$ cat src/rtl/tod_alarm_pkg.sv
package tod_alarm_pkg;

  typedef enum logic [1:0] {
    RATE_SLOW  = 2'b00,
    RATE_4K    = 2'b01,
    RATE_8K    = 2'b10,
    RATE_FULL  = 2'b11
  } rate_e;

  // strobes and levels the control half hands to the output datapath
  typedef struct packed {
    logic  irqReq;
    logic  intMode;
    logic  outEn;
    rate_e rate;
  } ctl2dp_t;

endpackage

$ cat src/rtl/tod_alarm_match.sv
module tod_alarm_match #(
  parameter bit HAS_SEC = 1'b1,
  parameter int FW      = 8
) (
  input  logic [FW-1:0] timeSec,
  input  logic [FW-1:0] timeMin,
  input  logic [FW-1:0] timeHour,
  input  logic [FW-1:0] timeDow,
  input  logic [FW-1:0] timeDate,
  input  logic [FW-1:0] alSec,
  input  logic [FW-1:0] alMin,
  input  logic [FW-1:0] alHour,
  input  logic [FW-1:0] alDayDate,
  output logic          hit
);
  localparam int MB = FW - 1;   // mask bit
  localparam int SB = FW - 2;   // weekday select bit

  logic [FW-1:0] effSec;
  logic [3:0]    maskPat;
  logic          eqSec, eqMin, eqHour, eqDd;
  logic [FW-1:0] ddRef;

  generate
    if (HAS_SEC) begin : g_sec
      assign effSec = alSec;
    end else begin : g_nosec
      // without a seconds field the alarm behaves as seconds = 00, unmasked
      assign effSec = '0;
    end
  endgenerate

  assign maskPat = {alDayDate[MB], alHour[MB], alMin[MB], effSec[MB]};
  assign ddRef   = alDayDate[SB] ? timeDow : timeDate;

  assign eqSec  = (timeSec[SB:0]  == effSec[SB:0]);
  assign eqMin  = (timeMin[SB:0]  == alMin[SB:0]);
  assign eqHour = (timeHour[SB:0] == alHour[SB:0]);
  assign eqDd   = (ddRef[SB-1:0]  == alDayDate[SB-1:0]);

  always_comb begin
    unique case (maskPat)
      4'b1111: hit = 1'b1;
      4'b1110: hit = eqSec;
      4'b1100: hit = eqSec & eqMin;
      4'b1000: hit = eqSec & eqMin & eqHour;
      4'b0000: hit = eqSec & eqMin & eqHour & eqDd;
      default: hit = 1'b0;
    endcase
  end
endmodule

$ cat src/rtl/tod_alarm_ctl.sv
module tod_alarm_ctl
  import tod_alarm_pkg::*;
#(
  parameter int FW = 8
) (
  input  logic          clk,
  input  logic          rstN,
  input  logic          secTick,
  input  logic [FW-1:0] timeSec,
  input  logic [FW-1:0] timeMin,
  input  logic [FW-1:0] timeHour,
  input  logic [FW-1:0] timeDow,
  input  logic [FW-1:0] timeDate,
  input  logic [FW-1:0] a1Sec,
  input  logic [FW-1:0] a1Min,
  input  logic [FW-1:0] a1Hour,
  input  logic [FW-1:0] a1DayDate,
  input  logic [FW-1:0] a2Min,
  input  logic [FW-1:0] a2Hour,
  input  logic [FW-1:0] a2DayDate,
  input  logic          intMode,
  input  logic [1:0]    rateSel,
  input  logic          a1IrqEn,
  input  logic          a2IrqEn,
  input  logic          battSqEn,
  input  logic          onBackup,
  input  logic          clrFlag1,
  input  logic          clrFlag2,
  output logic          a1SetPulse,
  output logic          a2SetPulse,
  output logic          a1Flag,
  output logic          a2Flag,
  output ctl2dp_t       toDp
);
  localparam int MB = FW - 1;
  localparam int NA = 2;

  logic [NA-1:0] match, fire, flagQ, pulseQ, clr;
  logic [FW-1:0] alSecV [NA];
  logic [FW-1:0] alMinV [NA];
  logic [FW-1:0] alHourV[NA];
  logic [FW-1:0] alDdV  [NA];

  assign alSecV[0]  = a1Sec;     assign alSecV[1]  = '0;
  assign alMinV[0]  = a1Min;     assign alMinV[1]  = a2Min;
  assign alHourV[0] = a1Hour;    assign alHourV[1] = a2Hour;
  assign alDdV[0]   = a1DayDate; assign alDdV[1]   = a2DayDate;
  assign clr        = {clrFlag2, clrFlag1};

  generate
    for (genvar i = 0; i < NA; i++) begin : g_alarm
      tod_alarm_match #(.HAS_SEC(i == 0), .FW(FW)) u_match (
        .timeSec  (timeSec),
        .timeMin  (timeMin),
        .timeHour (timeHour),
        .timeDow  (timeDow),
        .timeDate (timeDate),
        .alSec    (alSecV[i]),
        .alMin    (alMinV[i]),
        .alHour   (alHourV[i]),
        .alDayDate(alDdV[i]),
        .hit      (match[i])
      );

      assign fire[i] = secTick & match[i];

      always_ff @(posedge clk) begin
        if (!rstN) begin
          flagQ[i]  <= 1'b0;
          pulseQ[i] <= 1'b0;
        end else begin
          pulseQ[i] <= fire[i];
          // a set in the same cycle as a clear wins
          flagQ[i]  <= (flagQ[i] & ~clr[i]) | fire[i];
        end
      end
    end
  endgenerate

  assign a1SetPulse = pulseQ[0];
  assign a2SetPulse = pulseQ[1];
  assign a1Flag     = flagQ[0];
  assign a2Flag     = flagQ[1];

  assign toDp.irqReq  = (flagQ[0] & a1IrqEn) | (flagQ[1] & a2IrqEn);
  assign toDp.intMode = intMode;
  assign toDp.outEn   = ~onBackup | battSqEn;
  assign toDp.rate    = rate_e'(rateSel);

  // independent decode of which alarm-1 mask patterns are allowed to fire
  logic [3:0] a1Pat;
  logic       a1Listed;
  assign a1Pat    = {a1DayDate[MB], a1Hour[MB], a1Min[MB], a1Sec[MB]};
  assign a1Listed = (a1Pat == 4'hF) || (a1Pat == 4'hE) || (a1Pat == 4'hC) ||
                    (a1Pat == 4'h8) || (a1Pat == 4'h0);

  a_r6_pulse_after_tick: assert property (@(posedge clk) disable iff (!rstN)
    (a1SetPulse || a2SetPulse) |-> $past(secTick));

  a_r4_second_zero: assert property (@(posedge clk) disable iff (!rstN)
    a2SetPulse |-> ($past(timeSec[MB-1:0]) == '0));

  a_r5_listed_only: assert property (@(posedge clk) disable iff (!rstN)
    a1SetPulse |-> $past(a1Listed));

  a_r7_fall_needs_clear: assert property (@(posedge clk) disable iff (!rstN)
    $fell(a1Flag) |-> $past(clrFlag1));

  a_r7_fall_needs_clear2: assert property (@(posedge clk) disable iff (!rstN)
    $fell(a2Flag) |-> $past(clrFlag2));
endmodule

$ cat src/rtl/tod_sqw_dp.sv
module tod_sqw_dp
  import tod_alarm_pkg::*;
#(
  parameter int DIV_W = 15   // log2 of the reference rate
) (
  input  logic    clk,
  input  logic    rstN,
  input  logic    refWave,
  input  ctl2dp_t fromCtl,
  output logic    pinPullLow
);
  localparam int IDX_SLOW = DIV_W - 1;
  localparam int IDX_4K   = 2;
  localparam int IDX_8K   = 1;

  logic             refQ, refRise, sqLevel;
  logic [DIV_W-1:0] divCnt;

  assign refRise = refWave & ~refQ;

  always_ff @(posedge clk) begin
    if (!rstN) begin
      refQ   <= 1'b0;
      divCnt <= '0;
    end else begin
      refQ <= refWave;
      if (refRise) divCnt <= divCnt + 1'b1;
    end
  end

  always_comb begin
    unique case (fromCtl.rate)
      RATE_SLOW: sqLevel = divCnt[IDX_SLOW];
      RATE_4K:   sqLevel = divCnt[IDX_4K];
      RATE_8K:   sqLevel = divCnt[IDX_8K];
      default:   sqLevel = refQ;
    endcase
  end

  assign pinPullLow = fromCtl.outEn &
                      (fromCtl.intMode ? fromCtl.irqReq : ~sqLevel);

  a_r9_count_on_rise: assert property (@(posedge clk) disable iff (!rstN)
    !$past(refRise) |-> $stable(divCnt));
endmodule

$ cat src/rtl/tod_alarm_out.sv
module tod_alarm_out
  import tod_alarm_pkg::*;
#(
  parameter int FW    = 8,
  parameter int DIV_W = 15
) (
  input  logic          clk,
  input  logic          rstN,
  input  logic          secTick,
  input  logic [FW-1:0] timeSec,
  input  logic [FW-1:0] timeMin,
  input  logic [FW-1:0] timeHour,
  input  logic [FW-1:0] timeDow,
  input  logic [FW-1:0] timeDate,
  input  logic [FW-1:0] a1Sec,
  input  logic [FW-1:0] a1Min,
  input  logic [FW-1:0] a1Hour,
  input  logic [FW-1:0] a1DayDate,
  input  logic [FW-1:0] a2Min,
  input  logic [FW-1:0] a2Hour,
  input  logic [FW-1:0] a2DayDate,
  input  logic          intMode,
  input  logic [1:0]    rateSel,
  input  logic          a1IrqEn,
  input  logic          a2IrqEn,
  input  logic          battSqEn,
  input  logic          onBackup,
  input  logic          refWave,
  input  logic          clrFlag1,
  input  logic          clrFlag2,
  output logic          a1SetPulse,
  output logic          a2SetPulse,
  output logic          a1Flag,
  output logic          a2Flag,
  output logic          pinPullLow
);
  ctl2dp_t ctlBus;

  tod_alarm_ctl #(.FW(FW)) u_ctl (
    .clk, .rstN, .secTick,
    .timeSec, .timeMin, .timeHour, .timeDow, .timeDate,
    .a1Sec, .a1Min, .a1Hour, .a1DayDate,
    .a2Min, .a2Hour, .a2DayDate,
    .intMode, .rateSel, .a1IrqEn, .a2IrqEn, .battSqEn, .onBackup,
    .clrFlag1, .clrFlag2,
    .a1SetPulse, .a2SetPulse, .a1Flag, .a2Flag,
    .toDp(ctlBus)
  );

  tod_sqw_dp #(.DIV_W(DIV_W)) u_dp (
    .clk, .rstN, .refWave,
    .fromCtl(ctlBus),
    .pinPullLow
  );

  a_r10_backup_release: assert property (@(posedge clk) disable iff (!rstN)
    (onBackup && !battSqEn) |-> !pinPullLow);

  a_r8_irq_level: assert property (@(posedge clk) disable iff (!rstN)
    (intMode && !onBackup) |-> (pinPullLow == ((a1Flag && a1IrqEn) || (a2Flag && a2IrqEn))));
endmodule

$ cat config.mk
export PLATFORM = sky130hd
export DESIGN_NAME = tod_alarm_out
export DESIGN_NICKNAME = d
export VERILOG_FILES = /design/src/rtl/tod_alarm_pkg.sv /design/src/rtl/tod_alarm_match.sv /design/src/rtl/tod_alarm_ctl.sv /design/src/rtl/tod_sqw_dp.sv /design/src/rtl/tod_alarm_out.sv
export SDC_FILE = /design/constraint.sdc
export NUM_CORES = 1
export LEC_CHECK = 0
export ABC_AREA = 1
export BUFFER_PORTS_ARGS = -buffer_cell sky130_fd_sc_hd__buf_2
export CAP_MARGIN = 30
export CORE_MARGIN = 10
export CORE_UTILIZATION = 36
export DETAILED_ROUTE_END_ITERATION = 6
export GPL_TIMING_DRIVEN = 0
export PLACE_DENSITY = 0.68
export SLEW_MARGIN = 20
export SYNTH_ARGS = -nofsm -noshare
export SYNTH_HDL_FRONTEND = slang
export SYNTH_SLANG_ARGS = --single-unit
$ cat constraint.sdc
create_clock -name clk -period 1.9 [get_ports clk]
set_input_delay 0.285 -clock clk [delete_from_list [all_inputs] [get_ports clk]]
set_output_delay 0.285 -clock clk [all_outputs]
set_load 0.005 [all_outputs]
==> metrics.log, run 1 <==
[metrics] critical path fanouts, max: 3
[metrics] maximum count of clock buffers along a single path: 2
[metrics] area post-placement: 2520 sq um
[metrics] Crit. End Element: output port
[metrics] number of max-slew violations in the final report: 0
[metrics] RSZ-0062 raised after global routing: no
[metrics] area of the core: 5140 sq um
[metrics] number of design rule violations left after detail routing: 0
[metrics] GR Overflow Total: 0
[metrics] clock group share of total power: 0.300
[metrics] area of the multi-input gates: 1300 sq um
[metrics] sequential share of the synthesized area: 0.209
[metrics] Pleak: 1.39 nW
[metrics] proportion of layout cells with a drive suffix above 1: 0.301
[metrics] antenna cells: 0
[metrics] syn_nets: 429
[metrics] fin nets: 539
[metrics] synth warn: 0
[metrics] die area: 8630 sq um
[metrics] routed vias/inst: 4.50
[metrics] global-route wire length before repair: 9770 um
[metrics] DR pass1 iterations: 4
[metrics] critical path type: register to output port
[metrics] final cell area excluding filler cells: 2580 sq um
[metrics] leading cell type in the layout, fill and taps excluded: sky130_fd_sc_hd__buf_2
[metrics] #FFs+latches synth: 20
[metrics] Relative slew margins: 0.692
[metrics] Antenna Nets Post-Route: 0
[metrics] placed wire-length estimate: 5240 um
[metrics] slew of the pin with the lowest slew margin: 0.462 ns
[metrics] Finished Layout Cells: 498
[metrics] setup bufs post-CTS: 0
[metrics] Hold Fails Final Rpt: 0
[metrics] total number of placement rows: 26
[metrics] Pwr per Cell Area: 422 nW/um^2
[metrics] outcome: finished clean
[metrics] initial antenna violation count: 0
[metrics] DRC violation total after the first TritonRoute iteration: 51
[metrics] die width: 92.9 um
[metrics] Area contributors post-synth: sky130_fd_sc_hd__dfxtp_1, sky130_fd_sc_hd__nand2_1, sky130_fd_sc_hd__inv_1, sky130_fd_sc_hd__xor2_1, sky130_fd_sc_hd__nor2_1
[metrics] arrival time reported for the critical path endpoint: 1.24 ns
[metrics] sum of negative setup slack: 0 ns
[metrics] IR Drop Worst-Case VDD: 0.000193 V
[metrics] layout-stage area growth over the synthesis result: 34.9%
[metrics] Combinational Power Share: 0.305
[metrics] worst hold margin: 0.222 ns
[metrics] # H-tree levels: 1
[metrics] starting density of the core: 0.372
[metrics] cts-stage hold buffer count: 0
[metrics] die span in y: 92.9 um
[metrics] count of pins on the block boundary: 114
[metrics] clock slew at the register clock pins of the worst setup and hold paths: 0.07 ns
[metrics] final count of negative-setup-slack endpoints: 0
[metrics] P_sw: 0.313 mW
[metrics] number of global-route vias before repair: 2319
[metrics] library cell with the largest summed area after synthesis: sky130_fd_sc_hd__dfxtp_1
[metrics] number of placed instances with taps included: 494
[metrics] Port-buffer cells: 105
[metrics] number of different library cells in the post-synthesis netlist: 34
[metrics] Final period util: 0.805
[metrics] nature of the critical path startpoint: register
[metrics] overall fraction of global-route tracks in use: 0.134
[metrics] number of filler instances in the final layout: 573
[metrics] internal power: 0.776 mW
[metrics] class of the tightest hold or removal check: input port to register
[metrics] reported max-cap violation count: 0
[metrics] worst endpoint required time: 1.62 ns
[metrics] switching part of the total: 0.288
[metrics] portion of synthesized cell area occupied by the leading cell type: 0.209
[metrics] total wirelength of the detailed-routed design: 5840 um
[metrics] largest net degree at the start of global routing: 12
[metrics] TritonCTS clock tree: yes
[metrics] area of the mapped netlist: 1910 sq um
[metrics] Clk Tree Root Cell: sky130_fd_sc_hd__clkbuf_8
[metrics] Clk Latency, worst-skew pair: 0.26 ns
[metrics] cts bufs inserted: 3
[metrics] count of instances resized after the clock tree is built: 0
[metrics] Sequential Area: 400 sq um
[metrics] mean instance size in the synthesized netlist: 5.99 sq um
[metrics] sequential share of power: 0.395
[metrics] final setup skew: 0.00361 ns
[metrics] placer's final routability congestion estimate: 0.842
[metrics] synthesized instance count: 319
[metrics] Fmax: 0.654 GHz
[metrics] average routed wire per standard cell: 11.7 um
[metrics] min cycle time layout: 1.53 ns
[metrics] setup slack of the most critical reg-to-reg path: 0.40 ns
[metrics] vias after detailed routing: 2241
[metrics] TritonCTS Sinks: 20
[metrics] leading cell types in the layout, fill and taps excluded: sky130_fd_sc_hd__buf_2, sky130_fd_sc_hd__nand2_1, sky130_fd_sc_hd__inv_1
-- cell families after synthesis --
group,after synthesis,synth area share
buffers and inverters,55,0.109
AOI/OAI and AO/OA,37,0.109
xor gates and xnor gates,30,0.137
adders and majority gates,1,0.00654
and+or+nand+nor,176,0.429
DFF,20,0.209
-- stage by stage --
| step | power [mW] | worst slack [ns] | util |
|---|---|---|---|
| floorplan | 0.612 | 0.563 | - |
| global placement | 0.766 | 0.356 | 0.491 |
| detailed placement | 0.775 | 0.335 | 0.491 |
| CTS | 1.10 | 0.351 | 0.502 |
| global route | 1.17 | 0.201 | 0.502 |
| finish | 1.09 | 0.371 | 0.502 |
-- routing by layer --
metal  part of all wire  wire length (um)  up-vias  GRT usage
met5                  0                 0        -          0
met4             0.0068                40        0     0.0231
met3              0.082               481        4     0.0444
met2               0.50              2920       65      0.251
met1               0.41              2410      954      0.143
li1                   -                 -     1218          -
-- synthesized netlist by cell type --
library cell               count
sky130_fd_sc_hd__a211oi_1      2
sky130_fd_sc_hd__a21oi_1      11
sky130_fd_sc_hd__and3_1        1
sky130_fd_sc_hd__buf_2         2
sky130_fd_sc_hd__clkbuf_1      1
sky130_fd_sc_hd__dfxtp_1      20
sky130_fd_sc_hd__ha_1          1
sky130_fd_sc_hd__inv_1        51
sky130_fd_sc_hd__inv_2         1
sky130_fd_sc_hd__nand2_1      81
sky130_fd_sc_hd__nand2_2       3
sky130_fd_sc_hd__nand2_4       2
sky130_fd_sc_hd__nand3_1      18
sky130_fd_sc_hd__nand3_2       1
sky130_fd_sc_hd__nand3b_1      3
sky130_fd_sc_hd__nand4_1       4
sky130_fd_sc_hd__nor2_1       39
sky130_fd_sc_hd__nor2_2        1
sky130_fd_sc_hd__nor2_4        2
sky130_fd_sc_hd__nor3_1        9
sky130_fd_sc_hd__nor3_2        1
sky130_fd_sc_hd__nor3_4        2
sky130_fd_sc_hd__nor3b_1       1
sky130_fd_sc_hd__nor4_1        3
sky130_fd_sc_hd__o211ai_1      1
sky130_fd_sc_hd__o21a_1        2
sky130_fd_sc_hd__o21ai_0      16
sky130_fd_sc_hd__o21ai_1       1
sky130_fd_sc_hd__o21bai_1      2
sky130_fd_sc_hd__o221ai_1      1
sky130_fd_sc_hd__o22ai_1       1
sky130_fd_sc_hd__or2_2         5
sky130_fd_sc_hd__xnor2_1      12
sky130_fd_sc_hd__xor2_1       18
-- layout make-up --
class,count,area share
multi-input cells,244,0.505
inverters,52,0.0757
repair buffers,105,0.204
plain buffers,3,0.00533
clock buffers,4,0.0213
flip-flops and latches,20,0.155
well taps,70,0.0339
-- critical path: stages (launching register included) --
cell                       delay, ns
sky130_fd_sc_hd__dfxtp_1        0.34
sky130_fd_sc_hd__inv_1          0.07
sky130_fd_sc_hd__a211oi_1       0.20
sky130_fd_sc_hd__nor2_1         0.06
sky130_fd_sc_hd__o221ai_1       0.14
sky130_fd_sc_hd__inv_1          0.05
sky130_fd_sc_hd__buf_2          0.12
-- flip-flops by register name, indices dropped and copies added (netlist names) --
register	cells
u_ctl.a2Flag	1
u_dp.refQ	1
u_ctl.a2SetPulse	1
u_ctl.a1SetPulse	1
u_ctl.a1Flag	1
u_dp.divCnt	15
-- power by group through the flow --
stage,Sequential [mW],Combinational [mW],Clock (mW)
2_1_floorplan,0.439,0.173,0
3_3_place_gp,0.440,0.326,0
3_5_place_dp,0.440,0.334,0
4_1_cts,0.431,0.336,0.338
5_1_grt,0.431,0.381,0.354
6_report,0.431,0.332,0.326
-- path summary, 6_finish.rpt --
| kind | startpoint | endpoint | depth (start not counted) |
|---|---|---|---|
| max | u_dp.divCnt[2] | pinPullLow | 6 |
| min | refWave | u_dp.refQ | 3 |
| max reg2reg | u_dp.divCnt[0] | u_dp.divCnt[12] | 9 |
| min reg2reg | u_dp.divCnt[7] | u_dp.divCnt[7] | 2 |
Power figures use the tool's default switching activity.
==> run 2: changes to the inputs <==
--- a/config.mk
+++ b/config.mk
@@ -12,7 +12,7 @@
 export CORE_UTILIZATION = 36
 export DETAILED_ROUTE_END_ITERATION = 6
 export GPL_TIMING_DRIVEN = 0
-export PLACE_DENSITY = 0.68
+export PLACE_DENSITY = 0.71
 export SLEW_MARGIN = 20
 export SYNTH_ARGS = -nofsm -noshare
 export SYNTH_HDL_FRONTEND = slang
==> constraint.sdc (replaced) <==
create_clock -name clk -period 1.3 [get_ports clk]
set_input_delay 0.195 -clock clk [delete_from_list [all_inputs] [get_ports clk]]
set_output_delay 0.195 -clock clk [all_outputs]
set_load 0.005 [all_outputs]
==> run 2 against run 1 <==
The flow now finishes with violations (negative setup slack). First-iteration DRC count increased by 57%. Sequential cell count unchanged. Clock-buffer cell count unchanged. Register-to-register slack got worse by 0.49 ns.
==> metrics.log, run 2 (synthesized netlist as in run 1, its figures left out) <==
[metrics] routed vias/inst: 4.58
[metrics] final setup skew: 0.00523 ns
[metrics] leading cell type in the layout, fill and taps excluded: sky130_fd_sc_hd__buf_2
[metrics] IR Drop Worst-Case VDD: 0.000351 V
[metrics] smallest setup slack after layout: -0.0987 ns
[metrics] area of the multi-input gates: 1390 sq um
[metrics] Clk Tree Root Cell: sky130_fd_sc_hd__clkbuf_8
[metrics] clock slew at the register clock pins of the worst setup and hold paths: 0.07 ns
[metrics] TritonCTS Sinks: 20
[metrics] area of the core: 5140 sq um
[metrics] Antenna Nets Post-Route: 0
[metrics] slew of the pin with the lowest slew margin: 0.501 ns
[metrics] critical path fanouts, max: 3
[metrics] min-delay src: refWave
[metrics] sequential share of power: 0.390
[metrics] Pleak: 1.48 nW
[metrics] arrival time reported for the critical path endpoint: 1.20 ns
[metrics] fin nets: 548
[metrics] final count of negative-setup-slack endpoints: 5
[metrics] DR pass1 iterations: 4
[metrics] proportion of layout cells with a drive suffix above 1: 0.373
[metrics] die span in y: 92.9 um
[metrics] total wirelength of the detailed-routed design: 6120 um
[metrics] topmost layer with routed signal wires: met4
[metrics] metal1 wirelength: 2550 um
[metrics] total number of placement rows: 26
[metrics] switching part of the total: 0.289
[metrics] global-route wire length before repair: 9900 um
[metrics] average routed wire per standard cell: 12.1 um
[metrics] clock group share of total power: 0.295
[metrics] initial antenna violation count: 0
[metrics] total length of routed met2 wires: 3060 um
[metrics] count of pins on the block boundary: 114
[metrics] Relative slew margins: 0.666
[metrics] nature of the critical path startpoint: register
[metrics] worst-case hold path end point: u_dp.refQ
[metrics] FF-to-FF End: u_dp.divCnt[12]
[metrics] die area: 8630 sq um
[metrics] delay of the slowest cell on the worst path: 0.37 ns
[metrics] met3 wire length: 462 um
[metrics] Port-buffer cells: 105
[metrics] overall fraction of global-route tracks in use: 0.135
[metrics] Setup WS pre-CTS: -0.164 ns
[metrics] Final period util: 1.08
[metrics] number of design rule violations left after detail routing: 0
[metrics] leading cell types in the layout, fill and taps excluded: sky130_fd_sc_hd__buf_2, sky130_fd_sc_hd__nand2_1, sky130_fd_sc_hd__inv_1
[metrics] TritonCTS clock tree: yes
[metrics] depth of the most critical reg-to-reg path: 10
[metrics] setup slack of the most critical reg-to-reg path: -0.09 ns
[metrics] Clk Latency, worst-skew pair: 0.26 ns
[metrics] flip-flop count of the largest register, all copies and words added: 15
[metrics] cells along the critical path: inv_4, a211oi_2, nor2_1, o221ai_1, inv_1, buf_2
[metrics] Hold Fails Final Rpt: 0
[metrics] largest reg by FF count: u_dp.divCnt
[metrics] number of max-slew violations in the final report: 0
[metrics] violations in the final reports: negative setup slack
[metrics] placed wire-length estimate: 5190 um
[metrics] number of global-route vias before repair: 2312
[metrics] Pwr per Cell Area: 585 nW/um^2
[metrics] vias after detailed routing: 2321
[metrics] depth of the worst hold-timing path: 3
[metrics] cts-stage hold buffer count: 0
[metrics] outcome: finished with violations
[metrics] worst endpoint required time: 1.11 ns
[metrics] critical path type: register to output port
[metrics] P_sw: 0.466 mW
[metrics] sum of negative setup slack: -0.269 ns
[metrics] DRC violation total after the first TritonRoute iteration: 80
[metrics] starting density of the core: 0.372
[metrics] antenna cells: 0
[metrics] RSZ-0062 raised after global routing: yes
[metrics] R2R Path Start: u_dp.refQ
[metrics] GR Overflow Total: 0
[metrics] Sequential Area: 418 sq um
[metrics] maximum count of clock buffers along a single path: 2
[metrics] class of the tightest hold or removal check: input port to register
[metrics] # H-tree levels: 1
[metrics] min cycle time layout: 1.40 ns
[metrics] internal power: 1.15 mW
[metrics] slowest CP cell: sky130_fd_sc_hd__dfxtp_4
[metrics] layout-stage area growth over the synthesis result: 44.3%
[metrics] number of filler instances in the final layout: 553
[metrics] Combinational Power Share: 0.315
[metrics] Fmax: 0.715 GHz
[metrics] largest net degree at the start of global routing: 12
[metrics] placer's final routability congestion estimate: 0.857
[metrics] reported max-cap violation count: 0
[metrics] cts bufs inserted: 3
[metrics] die width: 92.9 um
[metrics] Crit. End Element: output port
## run 2: worst max-delay path by stage
stage	endpoint	slack, ns	startpoint	cells after the start
after floorplan	u_dp.divCnt[13]	0.005	u_dp.refQ	8
after global placement	u_ctl.a1Flag	-0.15	a1DayDate[6]	15
after detailed placement	u_ctl.a1Flag	-0.16	a1DayDate[6]	15
after CTS	pinPullLow	-0.10	u_dp.divCnt[2]	6
after global routing	u_dp.divCnt[12]	-0.21	u_dp.refQ	10
final	pinPullLow	-0.1	u_dp.divCnt[2]	6
## run 2: critical path: cells and delay by family, from the launching register on
kind	cells	cell delay (ns)
DFF	1	0.37
and+or+nand+nor	1	0.05
buffers and inverters	3	0.21
AOI/OAI and AO/OA	2	0.30
## run 2: power groups by stage
| stage | Clock [mW] | Sequential (mW) | Combinational, mW |
|---|---|---|---|
| after floorplan | 0 | 0.643 | 0.253 |
| after global placement | 0 | 0.644 | 0.476 |
| after detailed placement | 0 | 0.644 | 0.487 |
| after CTS | 0.484 | 0.631 | 0.504 |
| after global routing | 0.516 | 0.631 | 0.578 |
| final | 0.476 | 0.630 | 0.508 |
## run 2: routing by layer
metal  global-route usage  vias up
met2                0.241       65
met3               0.0436        6
met1                0.151     1011
li1                     -     1239
met5                    0        -
met4               0.0321        0
## run 2: metrics by stage
stage | hold slack [ns] | area, sq um | util | std cells | total power [mW]
floorplan | 0.288 | 1920 | - | 319 | 0.896
global placement | 0.390 | 2530 | 0.492 | 494 | 1.12
detailed placement | 0.400 | 2530 | 0.492 | 494 | 1.13
CTS | 0.130 | 2700 | 0.525 | 505 | 1.62
global route | 0.134 | 2760 | 0.537 | 507 | 1.73
finish | 0.129 | 2760 | 0.537 | 507 | 1.61
## run 2: layout make-up
class                      instances  area share
timing repair buffer             114       0.216
sequential                        20       0.151
multi-input combinational        244       0.504
inverter                          52      0.0717
clock buffer                       4      0.0200
tap                               70      0.0317
buffer                             3     0.00499
## run 2: timing repair
item / 4_1_cts / 5_1_grt
buffers inserted: 7 / 2
setup endpoints to repair: 7 / 12
resized for setup: 21 / 15
pin swaps: 7 / 5
